==> config.mk <==
export PLATFORM = sky130hd
export DESIGN_NAME = pgood_supervisor
export DESIGN_NICKNAME = d
export VERILOG_FILES = /design/src/rtl/pgood_pkg.sv /design/src/rtl/pgood_chan_and.sv /design/src/rtl/pgood_holdoff.sv /design/src/rtl/pgood_lowvcc.sv /design/src/rtl/pgood_supervisor.sv
export SDC_FILE = /design/constraint.sdc
export NUM_CORES = 1
export LEC_CHECK = 0
export BUFFER_PORTS_ARGS = -buffer_cell sky130_fd_sc_hd__buf_2
export CAP_MARGIN = 25
export CORE_MARGIN = 2
export CORE_UTILIZATION = 40
export DETAILED_ROUTE_END_ITERATION = 8
export GPL_ROUTABILITY_DRIVEN = 0
export PLACE_DENSITY = 0.76
export SLEW_MARGIN = 20
export SYNTH_ARGS = -nofsm -noshare
export SYNTH_HDL_FRONTEND = slang
export SYNTH_SLANG_ARGS = --single-unit
==> constraint.sdc <==
create_clock -name clk -period 3.8 [get_ports clk]
set_input_delay 0.76 -clock clk [delete_from_list [all_inputs] [get_ports clk]]
set_output_delay 0.76 -clock clk [all_outputs]
set_load 0.01 [all_outputs]
==> src/rtl/pgood_pkg.sv <==
// Package: shared widths and types for the power-good supervisor.
// Assumes an 8-bit millisecond hold-off setting.
package pgood_pkg;
    localparam int DLY_W = 8;
    typedef logic [DLY_W-1:0] dly_t;
endpackage

==> src/rtl/pgood_chan_and.sv <==
// Module: pgood_chan_and
// Forms each channel's good bit (at target and not faulted) and registers the
// AND across the selected channels. An empty mask gives a low result.
// Assumes all inputs are synchronous to clk.
module pgood_chan_and #(
    parameter int NUM_CH = 4
) (
    input  logic              clk,
    input  logic              rst_n,
    input  logic [NUM_CH-1:0] at_target,
    input  logic [NUM_CH-1:0] faulted,
    input  logic [NUM_CH-1:0] sel,
    output logic              ok_q
);
    logic [NUM_CH-1:0] pass_vec;
    logic              any_sel;

    // Per-channel pass: good, or not selected.
    for (genvar g = 0; g < NUM_CH; g++) begin : g_ch
        always_comb pass_vec[g] = ~sel[g] | (at_target[g] & ~faulted[g]);
    end

    // Detect whether at least one channel is selected.
    always_comb any_sel = |sel;

    // Register the combined power-good.
    always_ff @(posedge clk) begin
        if (!rst_n) ok_q <= 1'b0;
        else        ok_q <= any_sel & (&pass_vec);
    end

    p_empty_mask_r4: assert property (@(posedge clk) disable iff (!rst_n)
        (sel == '0) |=> !ok_q);
    p_fault_blocks_r2: assert property (@(posedge clk) disable iff (!rst_n)
        ((sel & (faulted | ~at_target)) != '0) |=> !ok_q);
endmodule

==> src/rtl/pgood_holdoff.sv <==
// Module: pgood_holdoff
// Counts millisecond ticks while power-good is high and sets a done flag once
// the programmed count is reached. The count and the flag clear in the cycle
// after power-good is seen low. Assumes ms_tick is a one-cycle pulse.
module pgood_holdoff
    import pgood_pkg::*;
(
    input  logic clk,
    input  logic rst_n,
    input  logic ok_in,
    input  logic tick,
    input  dly_t dly,
    output logic done_q
);
    dly_t             cnt_q;
    logic [DLY_W:0]   cnt_next;

    // Value the counter would take on a qualifying tick.
    always_comb cnt_next = {1'b0, cnt_q} + 1'b1;

    // Hold-off counter and done flag.
    always_ff @(posedge clk) begin
        if (!rst_n || !ok_in) begin
            cnt_q  <= '0;
            done_q <= 1'b0;
        end else if (!done_q) begin
            if (dly == '0) begin
                done_q <= 1'b1;
            end else if (tick) begin
                cnt_q <= cnt_next[DLY_W-1:0];
                if (cnt_next >= {1'b0, dly}) done_q <= 1'b1;
            end
        end
    end

    p_count_on_tick_r8: assert property (@(posedge clk) disable iff (!rst_n)
        (ok_in && !tick) |=> $stable(cnt_q));
    p_zero_delay_r6: assert property (@(posedge clk) disable iff (!rst_n)
        (ok_in && dly == '0) |=> done_q);
    p_clear_on_drop_r7: assert property (@(posedge clk) disable iff (!rst_n)
        !ok_in |=> (!done_q && cnt_q == '0));
endmodule

==> src/rtl/pgood_lowvcc.sv <==
// Module: pgood_lowvcc
// Low-supply flag with hysteresis from two comparators. The fault comparator
// sets it, and both comparators idle clear it. Resets to the asserted state.
module pgood_lowvcc (
    input  logic clk,
    input  logic rst_n,
    input  logic below_fault,
    input  logic below_warn,
    output logic low_q
);
    // Set on fault, clear above warning level, hold in between.
    always_ff @(posedge clk) begin
        if (!rst_n)           low_q <= 1'b1;
        else if (below_fault) low_q <= 1'b1;
        else if (!below_warn) low_q <= 1'b0;
    end

    p_fault_sets_r9: assert property (@(posedge clk) disable iff (!rst_n)
        below_fault |=> low_q);
    p_band_holds_r10: assert property (@(posedge clk) disable iff (!rst_n)
        (!below_fault && below_warn) |=> $stable(low_q));
endmodule

==> src/rtl/pgood_supervisor.sv <==
// Module: pgood_supervisor (top)
// Builds power-good, the delayed power-good and the low-supply flag from
// per-channel regulator status. The delayed output is gated by power-good, so
// it drops in the same cycle power-good drops.
module pgood_supervisor
    import pgood_pkg::*;
#(
    parameter int NUM_CH = 4
) (
    input  logic              clk,
    input  logic              rst_n,
    input  logic [NUM_CH-1:0] ch_at_target,
    input  logic [NUM_CH-1:0] ch_fault,
    input  logic [NUM_CH-1:0] ch_mask,
    input  logic              uv_fault_cmp,
    input  logic              uv_warn_cmp,
    input  logic              ms_tick,
    input  logic [DLY_W-1:0]  delay_ms,
    output logic              power_ok,
    output logic              delayed_ok,
    output logic              low_vcc
);
    logic ok_w;
    logic done_w;

    pgood_chan_and #(.NUM_CH(NUM_CH)) u_and (
        .clk(clk), .rst_n(rst_n), .at_target(ch_at_target),
        .faulted(ch_fault), .sel(ch_mask), .ok_q(ok_w)
    );

    pgood_holdoff u_hold (
        .clk(clk), .rst_n(rst_n), .ok_in(ok_w), .tick(ms_tick),
        .dly(delay_ms), .done_q(done_w)
    );

    pgood_lowvcc u_low (
        .clk(clk), .rst_n(rst_n), .below_fault(uv_fault_cmp),
        .below_warn(uv_warn_cmp), .low_q(low_vcc)
    );

    // Drive the outputs; the delayed output is qualified by power-good.
    always_comb begin
        power_ok   = ok_w;
        delayed_ok = ok_w & done_w;
    end

    p_rise_after_ok_r5: assert property (@(posedge clk) disable iff (!rst_n)
        $rose(delayed_ok) |-> $past(ok_w));
endmodule

==> summary.txt, run 1 <==
Status
  – Status: completed

STA
  – Pins Over Slew Limit: 0
  – Rel. slew slack: 0.567
  – Fmax: 489 MHz
  – Fin crit period: 2.04 ns
  – Endpoints failing setup: 0
  – Final hold slack: 0.478 ns
  – Setup Skew: 0.00261 ns
  – Fin. Hold Viols: 0
  – Final worst-path cycle share: 0.538
  – Post-Route Setup TNS: 0 ns
  – RSZ-0062 raised after global routing: false
  – Worst Tran Pin Value: 0.644 ns

Finish
  – Fin nets: 170
  – Fill cell count: 206
  – Synth-to-Final Area Change: 23.2%
  – # diodes: 0
  – Layout Utilization: 0.519
  – Layout cells sized above 1: 0.244

Clock tree
  – TritonCTS buffer count: 3
  – CTS H-tree lvls: 1
  – Clock-pin slew on the worst setup and hold paths: 0.07 ns
  – Clock Latency Late Sink: 0.27 ns
  – Clock sink count: 11
  – Setup bufs post-CTS: 0
  – # resized after CTS: 0
  – Clock root buffer: clkbuf_4
  – Clock buffer depth: 2
  – CTS tree: yes
  – Hold buffers post-CTS: 0

Setup path
  – R2r setup slk: 1.76 ns
  – Setup crit start kind: register
  – Kind of critical path: register to register
  – CP required: 3.95 ns
  – Largest stage delay on the critical path: 0.41 ns
  – Highest-delay cell along the critical path: dfxtp_1
  – Worst path cell trace: ha_1 -> and3_2 -> nand3_1 -> xnor2_1 -> ha_1 -> a21oi_1 -> o21ai_0 -> a21oi_1 -> o21ai_0
  – Worst r2r src: u_hold.cnt_q[0]$_SDFFE_PP0P_
  – Critical path arrival: 2.20 ns
  – R2r worst-path depth: 9
  – CP Capture Type: register
  – Highest net fanout along the worst path: 4
  – Critical R2R Capture: u_hold.done_q$_SDFF_PP0_

Synthesis
  – Sequential fraction of the synthesis area: 0.269
  – Share of the synthesized area in the top cell type: 0.269
  – EDFF count, synth: 0
  – Syn_area_per_cell: 7.79 µm²
  – Post-synthesis async set-or-reset flop share: 0
  – Mapped Area: 818 µm²
  – Cells after synthesis: 105
  – Most frequent cell after synthesis: dfxtp_1
  – Synthesized Nets: 139
  – Yosys warning total: 0
  – Top cells by count, synth: 11 x dfxtp_1, 10 x a21oi_1, 10 x inv_1, 9 x ha_1, 9 x nand2_1
  – Most used flip-flop cell after synthesis: dfxtp_1
  – Synth cell types: 30
  – Seq cells post-synth: 11
  – Area leader, netlist: dfxtp_1
  – Top cells by area, synth: dfxtp_1 27%, ha_1 14%, xnor2_1 7.5%

Global route
  – Largest net degree at the start of global routing: 10
  – Congestion Overflow GR: 0
  – GRT Overall Usage: 0.162
  – First-pass GRT wire length: 3.12 mm
  – Vias in the first global route: 831
  – Initial antenna violation count: 0

Detailed routing
  – DRC Markers: 0
  – Vias post-DR: 843
  – WL/cell: 11.0 µm
  – Pre-antenna DRT Iters: 4
  – Initial DRC Count: 8
  – Drt total wl: 1.79 mm
  – Vias per cell: 5.20
  – Post-route ant nets: 0

Worst hold path
  – Min-Delay Endpoint: u_low.low_q$_SDFFE_PP1N_
  – Hold WC Path Type: register to register
  – Hold path start: u_low.low_q$_SDFFE_PP1N_
  – Hold depth: 2

Pwr
  – Power Density: 229 nW/µm²
  – VDD IR max: 0.170 mV
  – Leak: 0.000454 µW

Floorplan
  – Starting Density: 0.421
  – Die width: 49.2 µm
  – Die ar.: 2420 µm²
  – Core area: 1940 µm²
  – Row count: 16
  – # IOs: 28
  – Die Y: 49.2 µm

Job
  – Max cap viols: 0

Placed design
  – I/O Buffers: 27
  – Hpwl dp: 1.47 mm
## where the power goes
group	switching (µW)	internal [µW]	total, µW
Clock	40.3	40.6	80.9
Combinational	16.7	15.8	32.5
Sequential	0.895	116	117
## per-stage QoR
| step | setup slack (ns) | cell area, µm² | power (µW) | std cells |
|---|---|---|---|---|
| 4_1_cts | 1.75 | 1010 | 230 | 162 |
| 2_1_floorplan | 1.90 | 818 | 133 | 105 |
| 6_report | 1.76 | 1010 | 230 | 162 |
| 5_1_grt | 1.55 | 1010 | 241 | 162 |
| 3_3_place_gp | 1.69 | 982 | 151 | 158 |
| 3_5_place_dp | 1.63 | 982 | 153 | 158 |
## sequential cells by signal, indices dropped and copies added (netlist names)
name / cells
u_hold.cnt_q: 8
u_and.ok_q: 1
u_hold.done_q: 1
u_low.low_q: 1
## per-layer routing
layer | wire (µm) | up-vias | GRT usage | share of wire
met2 | 825 | 40 | 0.293 | 0.46
met3 | 121 | 4 | 0.0123 | 0.068
li1 | - | 435 | - | -
met4 | 31 | 0 | 0.0857 | 0.017
met1 | 808 | 364 | 0.186 | 0.45
met5 | 0 | - | 0 | 0
## worst max-delay path by stage
stage | startpoint | end | slack, ns | cells past startpoint
after floorplan | delay_ms[0] | u_hold.cnt_q[5]$_SDFFE_PP0P_ | 1.90 | 4
after global placement | delay_ms[0] | u_hold.cnt_q[5]$_SDFFE_PP0P_ | 1.69 | 5
after detailed placement | delay_ms[1] | u_hold.cnt_q[5]$_SDFFE_PP0P_ | 1.63 | 5
after CTS | u_hold.cnt_q[0]$_SDFFE_PP0P_ | u_hold.done_q$_SDFF_PP0_ | 1.75 | 9
after global routing | u_hold.cnt_q[0]$_SDFFE_PP0P_ | u_hold.done_q$_SDFF_PP0_ | 1.55 | 9
final | u_hold.cnt_q[0]$_SDFFE_PP0P_ | u_hold.done_q$_SDFF_PP0_ | 1.76 | 9
## cell families (layout without fill, tap and decap cells)
| family | after synthesis | count (layout) | share of synthesized area |
|---|---|---|---|
| simple gates | 38 | 38 | 0.254 |
| compound gates | 26 | 26 | 0.180 |
| flops | 11 | 11 | 0.269 |
| buf+inv | 11 | 41 | 0.0520 |
| xor+xnor | 10 | 10 | 0.107 |
| fa+ha+maj | 9 | 9 | 0.138 |
## area by class of cell
| class | instances | area, µm² | area share |
|---|---|---|---|
| Sequential cell | 11 | 220 | 0.218 |
| Clock buffer | 4 | 26.3 | 0.0261 |
| Multi-Input combinational cell | 83 | 556 | 0.551 |
| Inverter | 10 | 37.5 | 0.0372 |
| Timing Repair Buffer | 27 | 135 | 0.134 |
| Tap cell | 27 | 33.8 | 0.0335 |
## worst max-delay path, delay by kind of cell, from the launching register on
family,cells,cell delay [ns]
AO/OA/AOI/OAI,4,0.46
XOR/XNOR,1,0.16
AND/OR/NAND/NOR,2,0.35
adder cells (fa/ha/maj),2,0.55
flip-flops,1,0.41
## cells in the final DEF (no fill, tap or decap), types with 2 or more instances in the layout
master | synthesis | layout
inv_1 | 10 | 10
nor2_1 | 6 | 6
o21ai_0 | 8 | 8
xnor2_1 | 7 | 7
dfxtp_1 | 11 | 11
a211oi_1 | 3 | 3
buf_2 | 1 | 27
or4_1 | 3 | 3
nand3_1 | 3 | 3
xor2_1 | 3 | 3
ha_1 | 9 | 9
nand2_1 | 9 | 9
nor2b_1 | 2 | 2
nand2b_1 | 2 | 2
nand4_1 | 2 | 2
a21oi_1 | 10 | 10
clkbuf_4 | 0 | 3
nor4_1 | 3 | 3
No activity file was read; power rests on OpenSTA's default activity.
==> run 2: changes to the inputs <==
Settings changed: ABC_AREA set to 1, PLACE_DENSITY 0.76 to 0.79.
Clock period 3.8 ns to 1.8 ns, I/O delays scaled along.
==> summary.txt, run 2 <==
Status
  – Status: completed (unchanged)

STA
  – RSZ-0062 raised after global routing: true (was false)
  – Rel. slew slack: 0.773 (was 0.567)
  – Fin crit period: 1.79 ns (was 2.04 ns)
  – Pins Over Slew Limit: 0 (unchanged)
  – Post-Route Setup TNS: 0 ns (unchanged)
  – Fmax: 558 MHz (was 489 MHz)
  – Setup Skew: 0.00155 ns (was 0.00261 ns)
  – Fin. Hold Viols: 0 (unchanged)
  – Endpoints failing setup: 0 (unchanged)
  – Final worst-path cycle share: 0.995 (was 0.538)
  – Worst Tran Pin Value: 0.331 ns (was 0.644 ns)

Finish
  – Fin area: 1080 µm² (was 1010 µm²)
  – Commonest non-fill, non-tap cell in the layout: nand2_1 (was buf_2)
  – Fill cell count: 192 (was 206)
  – Synth-to-Final Area Change: 33.8% (was 23.2%)
  – Most frequent cells in the layout: 28 x nand2_1, 27 x buf_2, 24 x inv_1 (was 27 x buf_2, 11 x dfxtp_1, 10 x inv_1, 10 x a21oi_1)
  – Multi-input logic area: 536 µm² (was 556 µm²)
  – Reg with most FFs: u_hold.cnt_q (unchanged)
  – # diodes: 0 (unchanged)
  – Fin nets: 185 (was 170)
  – Max FFs per register: 8 (unchanged)
  – Sequential cell area: 230 µm² (was 220 µm²)
  – Layout cells sized above 1: 0.333 (was 0.244)

Clock tree
  – Clock root buffer: clkbuf_4 (unchanged)
  – CTS H-tree lvls: 1 (unchanged)
  – Clock Latency Late Sink: 0.27 ns (about the same)
  – TritonCTS buffer count: 3 (unchanged)
  – Clock sink count: 11 (unchanged)
  – Clock buffer depth: 2 (unchanged)
  – Clock-pin slew on the worst setup and hold paths: 0.07 ns (about the same)
  – CTS tree: yes (unchanged)

Floorplan
  – Die width: 49.0 µm (was 49.2 µm)
  – Core area: 1940 µm² (unchanged)
  – Row count: 16 (unchanged)
  – # IOs: 28 (unchanged)
  – Starting Density: 0.418 (was 0.421)
  – Die Y: 49.0 µm (was 49.2 µm)
  – Die ar.: 2400 µm² (was 2420 µm²)

Synthesis
  – Syn_area_per_cell: 7.05 µm² (was 7.79 µm²)
  – Most frequent cell after synthesis: nand2_1 (was dfxtp_1)
  – Area leader, netlist: dfxtp_1 (unchanged)
  – Cells after synthesis: 115 (was 105)
  – Top cells by count, synth: 28 x nand2_1, 24 x inv_1, 11 x dfxtp_1, 9 x a21oi_1, 9 x ha_1 (was 11 x dfxtp_1, 10 x a21oi_1, 10 x inv_1, 9 x ha_1, 9 x nand2_1)
  – Share of the synthesized area in the top cell type: 0.272 (was 0.269)
  – Yosys warning total: 0 (unchanged)
  – Most used flip-flop cell after synthesis: dfxtp_1 (unchanged)
  – Post-synthesis async set-or-reset flop share: 0 (unchanged)
  – Sequential fraction of the synthesis area: 0.272 (was 0.269)
  – EDFF count, synth: 0 (unchanged)
  – Synthesized Nets: 149 (was 139)
  – Seq cells post-synth: 11 (unchanged)
  – Top cells by area, synth: dfxtp_1 27%, ha_1 14%, nand2_1 13% (was dfxtp_1 27%, ha_1 14%, xnor2_1 7.5%)
  – Mapped Area: 811 µm² (was 818 µm²)
  – Synth cell types: 21 (was 30)

Detailed routing
  – WL/cell: 10.2 µm (was 11.0 µm)
  – Post-route ant nets: 0 (unchanged)
  – Pre-antenna DRT Iters: 4 (unchanged)
  – DRC Markers: 0 (unchanged)
  – Vias per cell: 4.61 (was 5.20)
  – Vias post-DR: 816 (was 843)
  – Drt total wl: 1.80 mm (was 1.79 mm)
  – Initial DRC Count: 12 (was 8)

Setup path
  – CP required: 1.96 ns (was 3.95 ns)
  – Worst r2r src: u_hold.cnt_q[2]$_SDFFE_PP0P_ (was u_hold.cnt_q[0]$_SDFFE_PP0P_)
  – Kind of critical path: register to register (unchanged)
  – R2r worst-path depth: 14 (was 9)
  – Crit path from: u_hold.cnt_q[2]$_SDFFE_PP0P_ (was u_hold.cnt_q[0]$_SDFFE_PP0P_)
  – Critical R2R Capture: u_hold.done_q$_SDFF_PP0_ (unchanged)
  – CP Capture Type: register (unchanged)
  – Highest net fanout along the worst path: 4 (unchanged)
  – Setup crit start kind: register (unchanged)
  – R2r setup slk: 0.009 ns (was 1.76 ns)
  – Critical path arrival: 1.95 ns (was 2.20 ns)

Pwr
  – Int Pwr: 366 µW (was 173 µW)
  – Net switching component of the power: 122 µW (was 57.8 µW)
  – Comb pwr share: 0.153 (was 0.141)
  – Switch share: 0.250 (was 0.251)
  – Sequential share of power: 0.505 (was 0.508)
  – Power Density: 449 nW/µm² (was 229 nW/µm²)
  – Leak: 0.000605 µW (was 0.000454 µW)
  – Clock power frac: 0.342 (was 0.351)
  – VDD IR max: 0.372 mV (was 0.170 mV)

Placed design
  – Hpwl dp: 1.47 mm (about the same)
  – I/O Buffers: 27 (unchanged)
  – Area post-placement: 995 µm² (was 982 µm²)

Global route
  – Vias in the first global route: 770 (was 831)
  – GRT Overall Usage: 0.155 (was 0.162)
  – Initial antenna violation count: 0 (unchanged)
  – First-pass GRT wire length: 3.01 mm (was 3.12 mm)
  – Largest net degree at the start of global routing: 11 (was 10)
  – Congestion Overflow GR: 0 (unchanged)

Worst hold path
  – Min-Delay Endpoint: u_low.low_q$_SDFFE_PP1N_ (unchanged)
  – Hold WC Path Type: input port to register (was register to register)
  – Hold path start: uv_fault_cmp (was u_low.low_q$_SDFFE_PP1N_)
  – Hold depth: 2 (unchanged)

Job
  – Max cap viols: 0 (unchanged)
run 2: worst max-delay path, cell delays in order (launching register included):
cell and delay [ns]:
dfxtp_2 0.40, nand3_2 0.12, nor2_2 0.14, nand2_1 0.08, xor2_1 0.21, inv_1 0.08, ha_1 0.27, nand2_1 0.06
inv_1 0.03, nand2_1 0.06, nand2_1 0.05, nand2_1 0.05, nand2_1 0.04, nand2_1 0.06, a21oi_1 0.05
run 2: cell type report:
| class | instances | share of cell area |
|---|---|---|
| multi-input combinational | 79 | 0.494 |
| sequential | 11 | 0.212 |
| timing repair buffer | 31 | 0.152 |
| inverter | 25 | 0.0865 |
| tap | 27 | 0.0311 |
| clock buffer | 4 | 0.0242 |
run 2: cells by family (layout without fill, tap and decap cells):
| family | count (synthesis) | in the layout | synth area share |
|---|---|---|---|
| AND/OR/NAND/NOR | 45 | 45 | 0.272 |
| adder cells (fa/ha/maj) | 9 | 9 | 0.139 |
| flip-flops | 11 | 11 | 0.272 |
| buffers and inverters | 25 | 60 | 0.116 |
| AO/OA/AOI/OAI | 18 | 18 | 0.117 |
| XOR/XNOR | 7 | 7 | 0.0849 |
run 2: worst max-delay path by stage:
stage                     depth (start not counted)  slack (ns)                        to
final                                            14       0.009  u_hold.done_q$_SDFF_PP0_
after floorplan                                  14        0.08  u_hold.done_q$_SDFF_PP0_
after global routing                             14       -0.11  u_hold.done_q$_SDFF_PP0_
after global placement                           14      -0.009  u_hold.done_q$_SDFF_PP0_
after CTS                                        14      -0.002  u_hold.done_q$_SDFF_PP0_
after detailed placement                         14       -0.10  u_hold.done_q$_SDFF_PP0_
run 2: power by group through the flow:
stage | clock [µW] | combinational [µW] | sequential [µW]
floorplan | 0 | 33.9 | 255
global placement | 0 | 70.1 | 254
detailed placement | 0 | 73.4 | 254
CTS | 169 | 74.3 | 246
global route | 183 | 86.1 | 246
finish | 167 | 74.8 | 246
run 2: stage by stage:
step	total power, µW	cells	utilization	hold WS [ns]	worst slack (ns)
global route	515	177	0.559	0.297	-0.106
detailed placement	328	171	0.512	0.460	-0.101
global placement	324	171	0.512	0.440	-0.00949
floorplan	289	115	-	0.446	0.0764
CTS	489	176	0.548	0.290	-0.00151
finish	488	177	0.559	0.290	0.00850
run 2: timing repair:
action / 4_1_cts / 5_1_grt
hold buffers: 0 / 0
setup buffers: 1 / 1
pin swaps: 2 / 2
endpoints found under the setup margin: 1 / 1
gates resized for setup: 9 / 3
run 2: per-layer routing:
layer | share of wire | global-route usage
met1 | 0.43 | 0.182
met2 | 0.51 | 0.292
met3 | 0.052 | 0.0215
met4 | 0.0083 | 0.0429
met5 | 0 | 0
